## src/rtl/dram_ctrl_pkg.sv

```systemverilog
package dram_ctrl_pkg;

    typedef enum logic [2:0] {
        ST_IDLE,
        ST_ROW,
        ST_COL,
        ST_RF_ROW,
        ST_RF_CAS,
        ST_RF_RAS,
        ST_PRE
    } ctl_state_e;

    typedef enum logic [1:0] {
        AS_ROW,
        AS_COL,
        AS_RFROW
    } addr_src_e;

endpackage

```

## src/rtl/dram_refresh_timer.sv

```systemverilog
module dram_refresh_timer #(
    parameter int PERIOD = 64,
    localparam int CW = (PERIOD > 2) ? $clog2(PERIOD) : 1
) (
    input  logic clk,
    input  logic rst_n,
    input  logic ref_ack,
    output logic ref_pend
);

    typedef struct packed {
        logic [CW-1:0] cnt;
        logic          pend;
    } tmr_t;

    tmr_t t_d, t_q;
    logic tick;

    always_comb begin
        t_d  = t_q;
        tick = (t_q.cnt == CW'(PERIOD - 1));
        t_d.cnt  = tick ? '0 : t_q.cnt + 1'b1;
        t_d.pend = tick | (t_q.pend & ~ref_ack);
    end

    always_ff @(posedge clk or negedge rst_n) begin
        if (!rst_n) t_q <= '0;
        else        t_q <= t_d;
    end

    assign ref_pend = t_q.pend;


    ack_with_pend_chk: assert property (@(posedge clk) disable iff (!rst_n)
        ref_ack |-> ref_pend);

endmodule

```

## src/rtl/dram_addr_mux.sv

```systemverilog
module dram_addr_mux
    import dram_ctrl_pkg::*;
#(
    parameter int ROW_W = 4,
    parameter int COL_W = 4,
    parameter int MUX_W = 4
) (
    input  addr_src_e          src,
    input  logic [ROW_W-1:0]   row,
    input  logic [COL_W-1:0]   col,
    input  logic [ROW_W-1:0]   rf_row,
    output logic [MUX_W-1:0]   mux_addr
);

    logic [MUX_W-1:0] row_x, col_x, rf_x;

    generate
        if (MUX_W > ROW_W) begin : g_row_pad
            assign row_x = {{(MUX_W-ROW_W){1'b0}}, row};
            assign rf_x  = {{(MUX_W-ROW_W){1'b0}}, rf_row};
        end else begin : g_row_eq
            assign row_x = row;
            assign rf_x  = rf_row;
        end
        if (MUX_W > COL_W) begin : g_col_pad
            assign col_x = {{(MUX_W-COL_W){1'b0}}, col};
        end else begin : g_col_eq
            assign col_x = col;
        end
    endgenerate

    always_comb begin
        case (src)
            AS_COL:   mux_addr = col_x;
            AS_RFROW: mux_addr = rf_x;
            default:  mux_addr = row_x;
        endcase
    end

endmodule

```

## src/rtl/dram_refresh_ctrl.sv

```systemverilog
module dram_refresh_ctrl
    import dram_ctrl_pkg::*;
#(
    parameter int ROW_W          = 4,
    parameter int COL_W          = 4,
    parameter int DATA_W         = 8,
    parameter int REFRESH_PERIOD = 64,
    parameter int RAS_CYC        = 2,
    parameter int CAS_CYC        = 2,
    parameter int PRE_CYC        = 2,
    localparam int ADDR_W = ROW_W + COL_W,
    localparam int MUX_W  = (ROW_W > COL_W) ? ROW_W : COL_W
) (
    input  logic              clk,
    input  logic              rst_n,
    input  logic              cfg_cbr,
    input  logic              bus_sel,
    input  logic              bus_rd,
    input  logic              bus_wr,
    input  logic [ADDR_W-1:0] bus_addr,
    input  logic [DATA_W-1:0] bus_wdata,
    output logic [DATA_W-1:0] bus_rdata,
    output logic              bus_ready,
    output logic [MUX_W-1:0]  dram_addr,
    output logic              dram_ras_n,
    output logic              dram_cas_n,
    output logic              dram_we_n,
    output logic [DATA_W-1:0] dram_dq_out,
    output logic              dram_dq_oe,
    input  logic [DATA_W-1:0] dram_dq_in
);

    localparam int CMAX  = (RAS_CYC > CAS_CYC) ?
                           ((RAS_CYC > PRE_CYC) ? RAS_CYC : PRE_CYC) :
                           ((CAS_CYC > PRE_CYC) ? CAS_CYC : PRE_CYC);
    localparam int CNT_W = $clog2(CMAX + 1);

    typedef struct packed {
        ctl_state_e        st;
        logic [CNT_W-1:0]  cnt;
        logic [ROW_W-1:0]  rf_row;
        logic [ADDR_W-1:0] addr;
        logic              wr;
        logic [DATA_W-1:0] wdata;
        logic [DATA_W-1:0] rdata;
        logic              ready;
    } ctl_t;

    ctl_t      r_d, r_q;
    logic      ref_pend, ref_ack, req;
    addr_src_e src;

    dram_refresh_timer #(.PERIOD(REFRESH_PERIOD)) u_timer (
        .clk      (clk),
        .rst_n    (rst_n),
        .ref_ack  (ref_ack),
        .ref_pend (ref_pend)
    );

    // next-state computation
    always_comb begin
        r_d       = r_q;
        r_d.ready = 1'b0;
        ref_ack   = 1'b0;
        req       = bus_sel & (bus_rd | bus_wr);
        case (r_q.st)
            ST_IDLE: begin
                if (ref_pend) begin
                    ref_ack = 1'b1;
                    if (cfg_cbr) begin
                        r_d.st = ST_RF_CAS;
                    end else begin
                        r_d.st  = ST_RF_ROW;
                        r_d.cnt = CNT_W'(RAS_CYC - 1);
                    end
                end else if (req) begin
                    r_d.st    = ST_ROW;
                    r_d.cnt   = CNT_W'(RAS_CYC - 1);
                    r_d.addr  = bus_addr;
                    r_d.wr    = bus_wr;
                    r_d.wdata = bus_wdata;
                end
            end
            ST_ROW: begin
                if (r_q.cnt == '0) begin
                    r_d.st  = ST_COL;
                    r_d.cnt = CNT_W'(CAS_CYC - 1);
                end else begin
                    r_d.cnt = r_q.cnt - 1'b1;
                end
            end
            ST_COL: begin
                if (r_q.cnt == '0) begin
                    r_d.st    = ST_PRE;
                    r_d.cnt   = CNT_W'(PRE_CYC - 1);
                    r_d.ready = 1'b1;
                    if (!r_q.wr) r_d.rdata = dram_dq_in;
                end else begin
                    r_d.cnt = r_q.cnt - 1'b1;
                end
            end
            ST_RF_ROW: begin
                if (r_q.cnt == '0) begin
                    r_d.st     = ST_PRE;
                    r_d.cnt    = CNT_W'(PRE_CYC - 1);
                    r_d.rf_row = r_q.rf_row + 1'b1;
                end else begin
                    r_d.cnt = r_q.cnt - 1'b1;
                end
            end
            ST_RF_CAS: begin
                r_d.st  = ST_RF_RAS;
                r_d.cnt = CNT_W'(RAS_CYC - 1);
            end
            ST_RF_RAS: begin
                if (r_q.cnt == '0) begin
                    r_d.st  = ST_PRE;
                    r_d.cnt = CNT_W'(PRE_CYC - 1);
                end else begin
                    r_d.cnt = r_q.cnt - 1'b1;
                end
            end
            ST_PRE: begin
                if (r_q.cnt == '0) r_d.st = ST_IDLE;
                else               r_d.cnt = r_q.cnt - 1'b1;
            end
            default: r_d.st = ST_IDLE;
        endcase
    end

    always_ff @(posedge clk or negedge rst_n) begin
        if (!rst_n) r_q <= '0;
        else        r_q <= r_d;
    end

    // strobe decode from the registered state
    always_comb begin
        dram_ras_n = 1'b1;
        dram_cas_n = 1'b1;
        dram_we_n  = 1'b1;
        dram_dq_oe = 1'b0;
        src        = AS_ROW;
        case (r_q.st)
            ST_ROW:    dram_ras_n = 1'b0;
            ST_COL: begin
                dram_ras_n = 1'b0;
                dram_cas_n = 1'b0;
                dram_we_n  = ~r_q.wr;
                dram_dq_oe = r_q.wr;
                src        = AS_COL;
            end
            ST_RF_ROW: begin
                dram_ras_n = 1'b0;
                src        = AS_RFROW;
            end
            ST_RF_CAS: dram_cas_n = 1'b0;
            ST_RF_RAS: begin
                dram_ras_n = 1'b0;
                dram_cas_n = 1'b0;
            end
            default: ;
        endcase
    end

    dram_addr_mux #(.ROW_W(ROW_W), .COL_W(COL_W), .MUX_W(MUX_W)) u_amux (
        .src      (src),
        .row      (r_q.addr[ADDR_W-1:COL_W]),
        .col      (r_q.addr[COL_W-1:0]),
        .rf_row   (r_q.rf_row),
        .mux_addr (dram_addr)
    );

    assign dram_dq_out = r_q.wdata;
    assign bus_rdata   = r_q.rdata;
    assign bus_ready   = r_q.ready;


    ready_pulse_chk: assert property (@(posedge clk) disable iff (!rst_n)
        bus_ready |=> !bus_ready);


    precharge_hold_chk: assert property (@(posedge clk) disable iff (!rst_n)
        $rose(dram_ras_n) |=> dram_ras_n);


    ras_leads_cas_chk: assert property (@(posedge clk) disable iff (!rst_n)
        ($fell(dram_cas_n) && !dram_ras_n) |-> $past(!dram_ras_n));


    oe_only_write_chk: assert property (@(posedge clk) disable iff (!rst_n)
        dram_dq_oe |-> (!dram_we_n && !dram_cas_n));


    cbr_order_chk: assert property (@(posedge clk) disable iff (!rst_n)
        (!dram_cas_n && dram_ras_n) |=> (!dram_ras_n && !dram_cas_n && dram_we_n));

endmodule

```

## config.mk

```make
export PLATFORM = sky130hd
export DESIGN_NAME = dram_refresh_ctrl
export DESIGN_NICKNAME = d
export VERILOG_FILES = /design/src/rtl/dram_ctrl_pkg.sv /design/src/rtl/dram_refresh_timer.sv /design/src/rtl/dram_addr_mux.sv /design/src/rtl/dram_refresh_ctrl.sv
export SDC_FILE = /design/constraint.sdc
export NUM_CORES = 1
export LEC_CHECK = 0
export BUFFER_PORTS_ARGS = -buffer_cell sky130_fd_sc_hd__buf_4
export CAP_MARGIN = 20
export CORE_AREA = 5 5 73 75
export DETAILED_ROUTE_END_ITERATION = 8
export DIE_AREA = 0 0 78 80
export PLACE_DENSITY = 0.78
export SLEW_MARGIN = 10
export SYNTH_ARGS = -nofsm -noshare
export SYNTH_HDL_FRONTEND = slang
export SYNTH_SLANG_ARGS = --single-unit
```

## constraint.sdc

```tcl
create_clock -name clk -period 1.8 [get_ports clk]
set_input_delay 0.09 -clock clk [delete_from_list [all_inputs] [get_ports clk]]
set_output_delay 0.09 -clock clk [all_outputs]
set_load 0.03 [all_outputs]
```

==> impl_metrics.env, run 1 <==
export IMPL_power_density_mw_per_mm2=1860
export IMPL_drtPass1Iterations=4
export IMPL_route_detailed_wl_per_inst_um=15.4
export IMPL_startpoint="r_q[33]"
export IMPL_r2r_setup_slack_ns=-0.01
export IMPL_gp_congestion=0.839
export IMPL_worstSetupEndpointType="output pin"
export IMPL_finalCritPeriodShare_pct=102
export IMPL_die_w_um=78
export IMPL_boundaryPins=55
export IMPL_cts_root_buf="clkbuf_8"
export IMPL_setup_viol=13
export IMPL_grt_pass1_vias=1457
export IMPL_crit_buf_inv=3
export IMPL_cts_tree="built"
export IMPL_synthMostInstantiatedCell="dfrtp_1"
export IMPL_status="complete, but fails checks"
export IMPL_critPathArrivalTime_ns=1.75
export IMPL_tightest_slew_ns=0.660
export IMPL_final_net_count=266
export IMPL_dpl_cell_area_mm2=0.00248
export IMPL_overflow=0
export IMPL_power_leakage_nw=1.36
export IMPL_critical_path_top_delay_family="flip-flops"
export IMPL_hp_start="dram_dq_in[3]"
export IMPL_worst_setup_path_start_kind="flop"
export IMPL_async_reset_ff_share_pct=100
export IMPL_path_max_fanout=5
export IMPL_drv_cap=0
export IMPL_yosys_warnings=0
export IMPL_fp_row_count=25
export IMPL_synthTopCellsByArea="dfrtp_1 51%, mux2_2 15%, buf_4 5.8%, ha_1 4.2%, nand2_1 2.4%"
export IMPL_synth_edff_count=0
export IMPL_maxSlewHeadroom_pct=55.6
export IMPL_drt_iter0_drc=70
export IMPL_rsz0062_at_grt="true"
export IMPL_required_ns=1.71
export IMPL_vias_per_cell=5.18
export IMPL_synthCells=174
export IMPL_critPathMostFrequentCell="buf_4"
export IMPL_n_antenna_cell=0
export IMPL_fin_ws_ns=-0.0449
export IMPL_fin_util_pct=61.0
export IMPL_worst_path_max_delay_cell="dfrtp_1"
export IMPL_io_buffers=54
export IMPL_clock_sinks=42
export IMPL_layout_cells_non_filler=284
export IMPL_reg2reg_depth=5
export IMPL_ys_seq_area_share_pct=50.9
export IMPL_wirelength_um=4360
export IMPL_violations="setup timing"
export IMPL_ys_flop_type="dfrtp_1"
export IMPL_clock_latency_ns=0.29
export IMPL_grt_usage_pct=13.8
export IMPL_synth_seq_cells=42
export IMPL_die_h_um=80
export IMPL_reg2reg_to="r_q[22]"
export IMPL_clkTransAtPathRegs_ns=0.08
export IMPL_hold_path_class="input port to flop"
export IMPL_syn2layout_area_growth_pct=36.0
export IMPL_fillers=344
export IMPL_htreeDepth=2
export IMPL_final_antenna_net_count=0
export IMPL_synth_top_area_share_pct=50.9
export IMPL_cpPeakStageDelay_ns=0.42
export IMPL_fin_crit_ns=1.84
export IMPL_netlist_area_mm2=0.00206
export IMPL_worstHoldEndpoint="bus_rdata[3]"
export IMPL_finalHoldViolCount=0
export IMPL_initial_core_util_pct=44.9
export IMPL_synth_common_cells="42 x dfrtp_1, 28 x mux2_2, 16 x buf_4"
export IMPL_synth_top_area_cell="dfrtp_1"
export IMPL_clockBufferDepth=2
export IMPL_syn_avg_cell_area_um2=11.9
export IMPL_cts_made_buffers=5
export IMPL_vdd_drop_max_mv=0.642
export IMPL_drive_gt1_share_pct=52.6
export IMPL_hold_depth=2
export IMPL_antenna_found_initial=0
export IMPL_reg2reg_from="r_q[32]"
export IMPL_drc=0
export IMPL_maxSlewViolCount=0
export IMPL_vias=1471
export IMPL_dp_hpwl_um=3030
export IMPL_coreArea_mm2=0.00460
export IMPL_finalInstanceArea_mm2=0.00281
export IMPL_skew_ns=0.00578
export IMPL_cp_cell_sequence="buf_4 > nand3b_1 > inv_2 > ha_4 > a22oi_1 > o21ai_1 > buf_4"
export IMPL_fmax_ghz=0.542
export IMPL_synthesis_nets=211
export IMPL_dpl_cell_count=271
export IMPL_die_area_mm2=0.00624
export IMPL_critPathKind="flop to output pin"
export IMPL_synth_distinct_cells=37
export IMPL_grt_max_degree=43
export IMPL_grt_pass1_wl_um=6880
-- what timing repair did --
item,4_1_cts,5_1_grt
pin swaps,5,1
gates resized for setup,21,32
hold buffers,1,0
endpoints found under the hold margin,42,0
setup buffers,3,1
endpoints found under the setup margin,4,32
-- logic make-up after synthesis --
family / share of synthesized area, %
buf+inv: 8.43
flops: 50.9
fa+ha+maj: 4.24
mux: 16.3
compound gates: 7.04
simple gates: 10.6
xor+xnor: 2.55
-- state kept, by name, indices dropped and copies added (netlist names) --
register / flops
dram_dq_out: 8
r_q: 18
u_timer.ref_pend: 1
bus_ready: 1
u_timer.t_q: 6
bus_rdata: 8
-- worst register-to-register path, stage by stage (launching register included) --
cell and delay (ns):
dfrtp_1 0.40, buf_6 0.13, or3_4 0.40, nor3_4 0.26, buf_12 0.19, mux2_4 0.31
-- how the worst max path moves through the flow --
stage,to,slack [ns],cells past startpoint
2_1_floorplan,dram_addr[0],-0.17,4
3_3_place_gp,r_q[32],0.12,6
3_5_place_dp,r_q[33],0.02,6
4_1_cts,dram_addr[0],-0.03,6
5_1_grt,dram_addr[1],-0.12,7
6_report,dram_addr[2],-0.04,7
-- cell type report --
class	count	area, µm²	share of cell area [%]
clock inverter	2	12.5	0.446
timing repair buffer	69	563	20.1
multi-input combinational	104	1000	35.7
clock buffer	6	82.6	2.94
tap	54	67.6	2.41
sequential	42	1050	37.5
inverter	7	26.3	0.937
-- per-stage QoR --
stage / power (mW) / hold WS (ns) / worst slack (ns) / TNS (ns)
after floorplan: 3.42 / -0.206 / -0.168 / -0.673
after global placement: 4.01 / 0.102 / 0.119 / 0
after detailed placement: 4.07 / 0.108 / 0.0242 / 0
after CTS: 4.94 / 0.0215 / -0.0345 / -0.151
after global routing: 5.53 / 0.0101 / -0.123 / -1.79
final: 5.22 / 0.0227 / -0.0449 / -0.185
-- layout by cell type, fill, tap and decap left out, types with 2 or more instances in the layout --
cell type  instances
mux2i_1            2
ha_1               5
dfrtp_1           41
inv_1              5
nand2_1           13
o21ai_2            2
mux2_4            25
nand3_1            3
clkbuf_8           6
ha_4               2
nand3b_1           2
nor2_1             5
a22oi_1            2
buf_4             60
xnor2_1            3
mux2_2             3
a22oi_2            2
buf_6              6
a21oi_1            4
nand2b_1           2
xor2_1             3
o21ai_0            4
o21ai_1            2
inv_2              2
-- power by group --
group          internal (mW)  total [mW]  switching (mW)
clock                  0.308       0.632           0.323
sequential              1.32        1.58           0.260
combinational           1.52        3.02            1.50
-- layer usage --
layer	vias up	GRT usage (%)	wire (µm)	part of all wire, %
li1	696	-	-	-
met1	720	15.9	1880	43
met2	47	24.0	2090	48
met3	8	3.84	301	6.9
met4	0	5.91	93	2.1
met5	-	0	0	0
Note: power is estimated with default switching activity, not from simulation.
==> run 2: changes to the inputs <==
- CELL_PAD_IN_SITES_DETAIL_PLACEMENT: default -> 0
- CELL_PAD_IN_SITES_GLOBAL_PLACEMENT: default -> 1
- CORE_AREA: 5 5 73 75 -> 5 5 81 83
- DIE_AREA: 0 0 78 80 -> 0 0 86 88
- PLACE_DENSITY: 0.78 -> 0.79
==> impl_metrics.env, run 2 (synthesis results as in run 1) <==
export IMPL_status="finished, final reports clean"
export IMPL_maxSlewHeadroom_pct=65.5
export IMPL_gp_congestion=0.785
export IMPL_critical_path_top_delay_family="flip-flops"
export IMPL_grt_max_degree=43
export IMPL_final_common_cell="buf_4"
export IMPL_boundaryPins=55
export IMPL_drive_gt1_share_pct=53.1
export IMPL_fin_crit_ns=1.79
export IMPL_grt_usage_pct=11.2
export IMPL_required_ns=1.71
export IMPL_n_antenna_cell=0
export IMPL_clkTransAtPathRegs_ns=0.08
export IMPL_finalCritPeriodShare_pct=99.2
export IMPL_max_flop_register="r_q"
export IMPL_power_leakage_nw=1.28
export IMPL_drv_cap=0
export IMPL_maxSlewViolCount=0
export IMPL_drtPass1Iterations=4
export IMPL_crit_buf_inv=2
export IMPL_cts_made_buffers=5
export IMPL_initial_core_util_pct=35.7
export IMPL_clock_latency_ns=0.29
export IMPL_finalHoldViolCount=0
export IMPL_setup_viol=0
export IMPL_hold_path_class="input port to flop"
export IMPL_vias=1389
export IMPL_io_buffers=54
export IMPL_finalInstanceArea_mm2=0.00272
export IMPL_die_h_um=88
export IMPL_worst_setup_path_start_kind="flop"
export IMPL_die_w_um=86
export IMPL_worstSetupEndpointType="output pin"
export IMPL_critPathKind="flop to output pin"
export IMPL_tightest_slew_ns=0.517
export IMPL_path_max_fanout=8
export IMPL_grt_pass1_wl_um=6730
export IMPL_overflow=0
export IMPL_layout_common_cells="60 x buf_4, 40 x dfrtp_1, 28 x mux2_2"
export IMPL_drc=0
export IMPL_worst_path_max_delay_cell="dfrtp_2"
export IMPL_coreArea_mm2=0.00578
export IMPL_grt_pass1_vias=1441
export IMPL_route_detailed_wl_per_inst_um=12.8
export IMPL_final_net_count=262
export IMPL_dpl_cell_count=290
export IMPL_clockBufferDepth=2
export IMPL_skew_ns=0.00566
export IMPL_dp_hpwl_um=2940
export IMPL_vias_per_cell=4.61
export IMPL_final_antenna_net_count=0
export IMPL_cts_tree="built"
export IMPL_die_area_mm2=0.00757
export IMPL_holdWs_ns=0.0237
export IMPL_cp_cell_sequence="nor3b_4 > buf_4 > ha_4 > o21ai_2 > buf_6"
export IMPL_layout_cells_non_filler=301
export IMPL_fmax_ghz=0.560
export IMPL_dp_slack_ns=-0.0122
export IMPL_power_total_mw=5.01
export IMPL_rsz0062_at_grt="true"
export IMPL_antenna_found_initial=0
export IMPL_clock_sinks=42
export IMPL_drt_iter0_drc=26
export IMPL_cpPeakStageDelay_ns=0.45
export IMPL_power_density_mw_per_mm2=1840
export IMPL_wirelength_um=3850
export IMPL_htreeDepth=2
export IMPL_fin_ws_ns=0.0150
export IMPL_fp_row_count=28
export IMPL_cts_root_buf="clkbuf_8"
export IMPL_vdd_drop_max_mv=0.731
export IMPL_largest_reg_flops=18
export IMPL_syn2layout_area_growth_pct=31.7
export IMPL_critPathArrivalTime_ns=1.70
export IMPL_dpl_cell_area_mm2=0.00249
==> run 2: changes by cell type in the layout (fill, tap and decap cells not counted), sizes merged <==
cell,change
bufinv,+1
clkbuf,-1
inv,+1
buf,-4
clkinvlp,-1
==> run 2: metrics by stage <==
step	setup TNS, ns	util, %
global route	-0.388	47.0
detailed placement	-0.0228	43.0
finish	0	47.0
floorplan	-0.673	-
CTS	-0.0585	46.1
global placement	0	43.0
==> run 2: path summary, 6_finish.rpt <==
| path | start | to | slack (ns) | cells after the start |
|---|---|---|---|---|
| setup / recovery | r_q[32] | dram_addr[0] | 0.01 | 5 |
| hold / removal | bus_wdata[7] | dram_dq_out[7] | 0.02 | 2 |
| setup reg to reg | r_q[32] | r_q[19] | 0.08 | 4 |
| hold reg to reg | u_timer.t_q[6] | u_timer.t_q[6] | 0.48 | 1 |
| max in group asynchronous | rst_n | r_q[32] | 1.11 | 2 |
| min in group asynchronous | rst_n | dram_dq_out[3] | 0.30 | 2 |
==> run 2: per-layer routing <==
layer  global-route usage, %  vias to the layer above  wire length (µm)
met2                    18.1                       32              1840
met5                       0                        -                 0
li1                        -                      688                 -
met3                    3.48                        5               266
met4                    3.45                        0                38
met1                    14.3                      664              1710
==> run 2: timing repair <==
action,CTS,global route
hold buffers,1,0
resized for setup,15,11
setup buffers,1,1
setup endpoints to repair,6,7
pin swaps,3,7
gates cloned,0,0
endpoints found under the hold margin,42,0
==> run 2: final cells by class <==
cell class / count / area (µm²)
clock buffers: 5 / 68.8
well taps: 75 / 93.8
multi-input cells: 104 / 916
flip-flops and latches: 42 / 1050
clock inverters: 3 / 43.8
repair buffers: 65 / 514
inverters: 7 / 26.3
fillers: 549 / 3060
==> run 2: power by group <==
group	leakage, nW	total (mW)	internal (mW)	switching [mW]
sequential	0.510	1.55	1.32	0.234
combinational	0.709	2.72	1.28	1.44
clock	0.0585	0.742	0.416	0.326
total	1.28	5.01	3.01	2.00
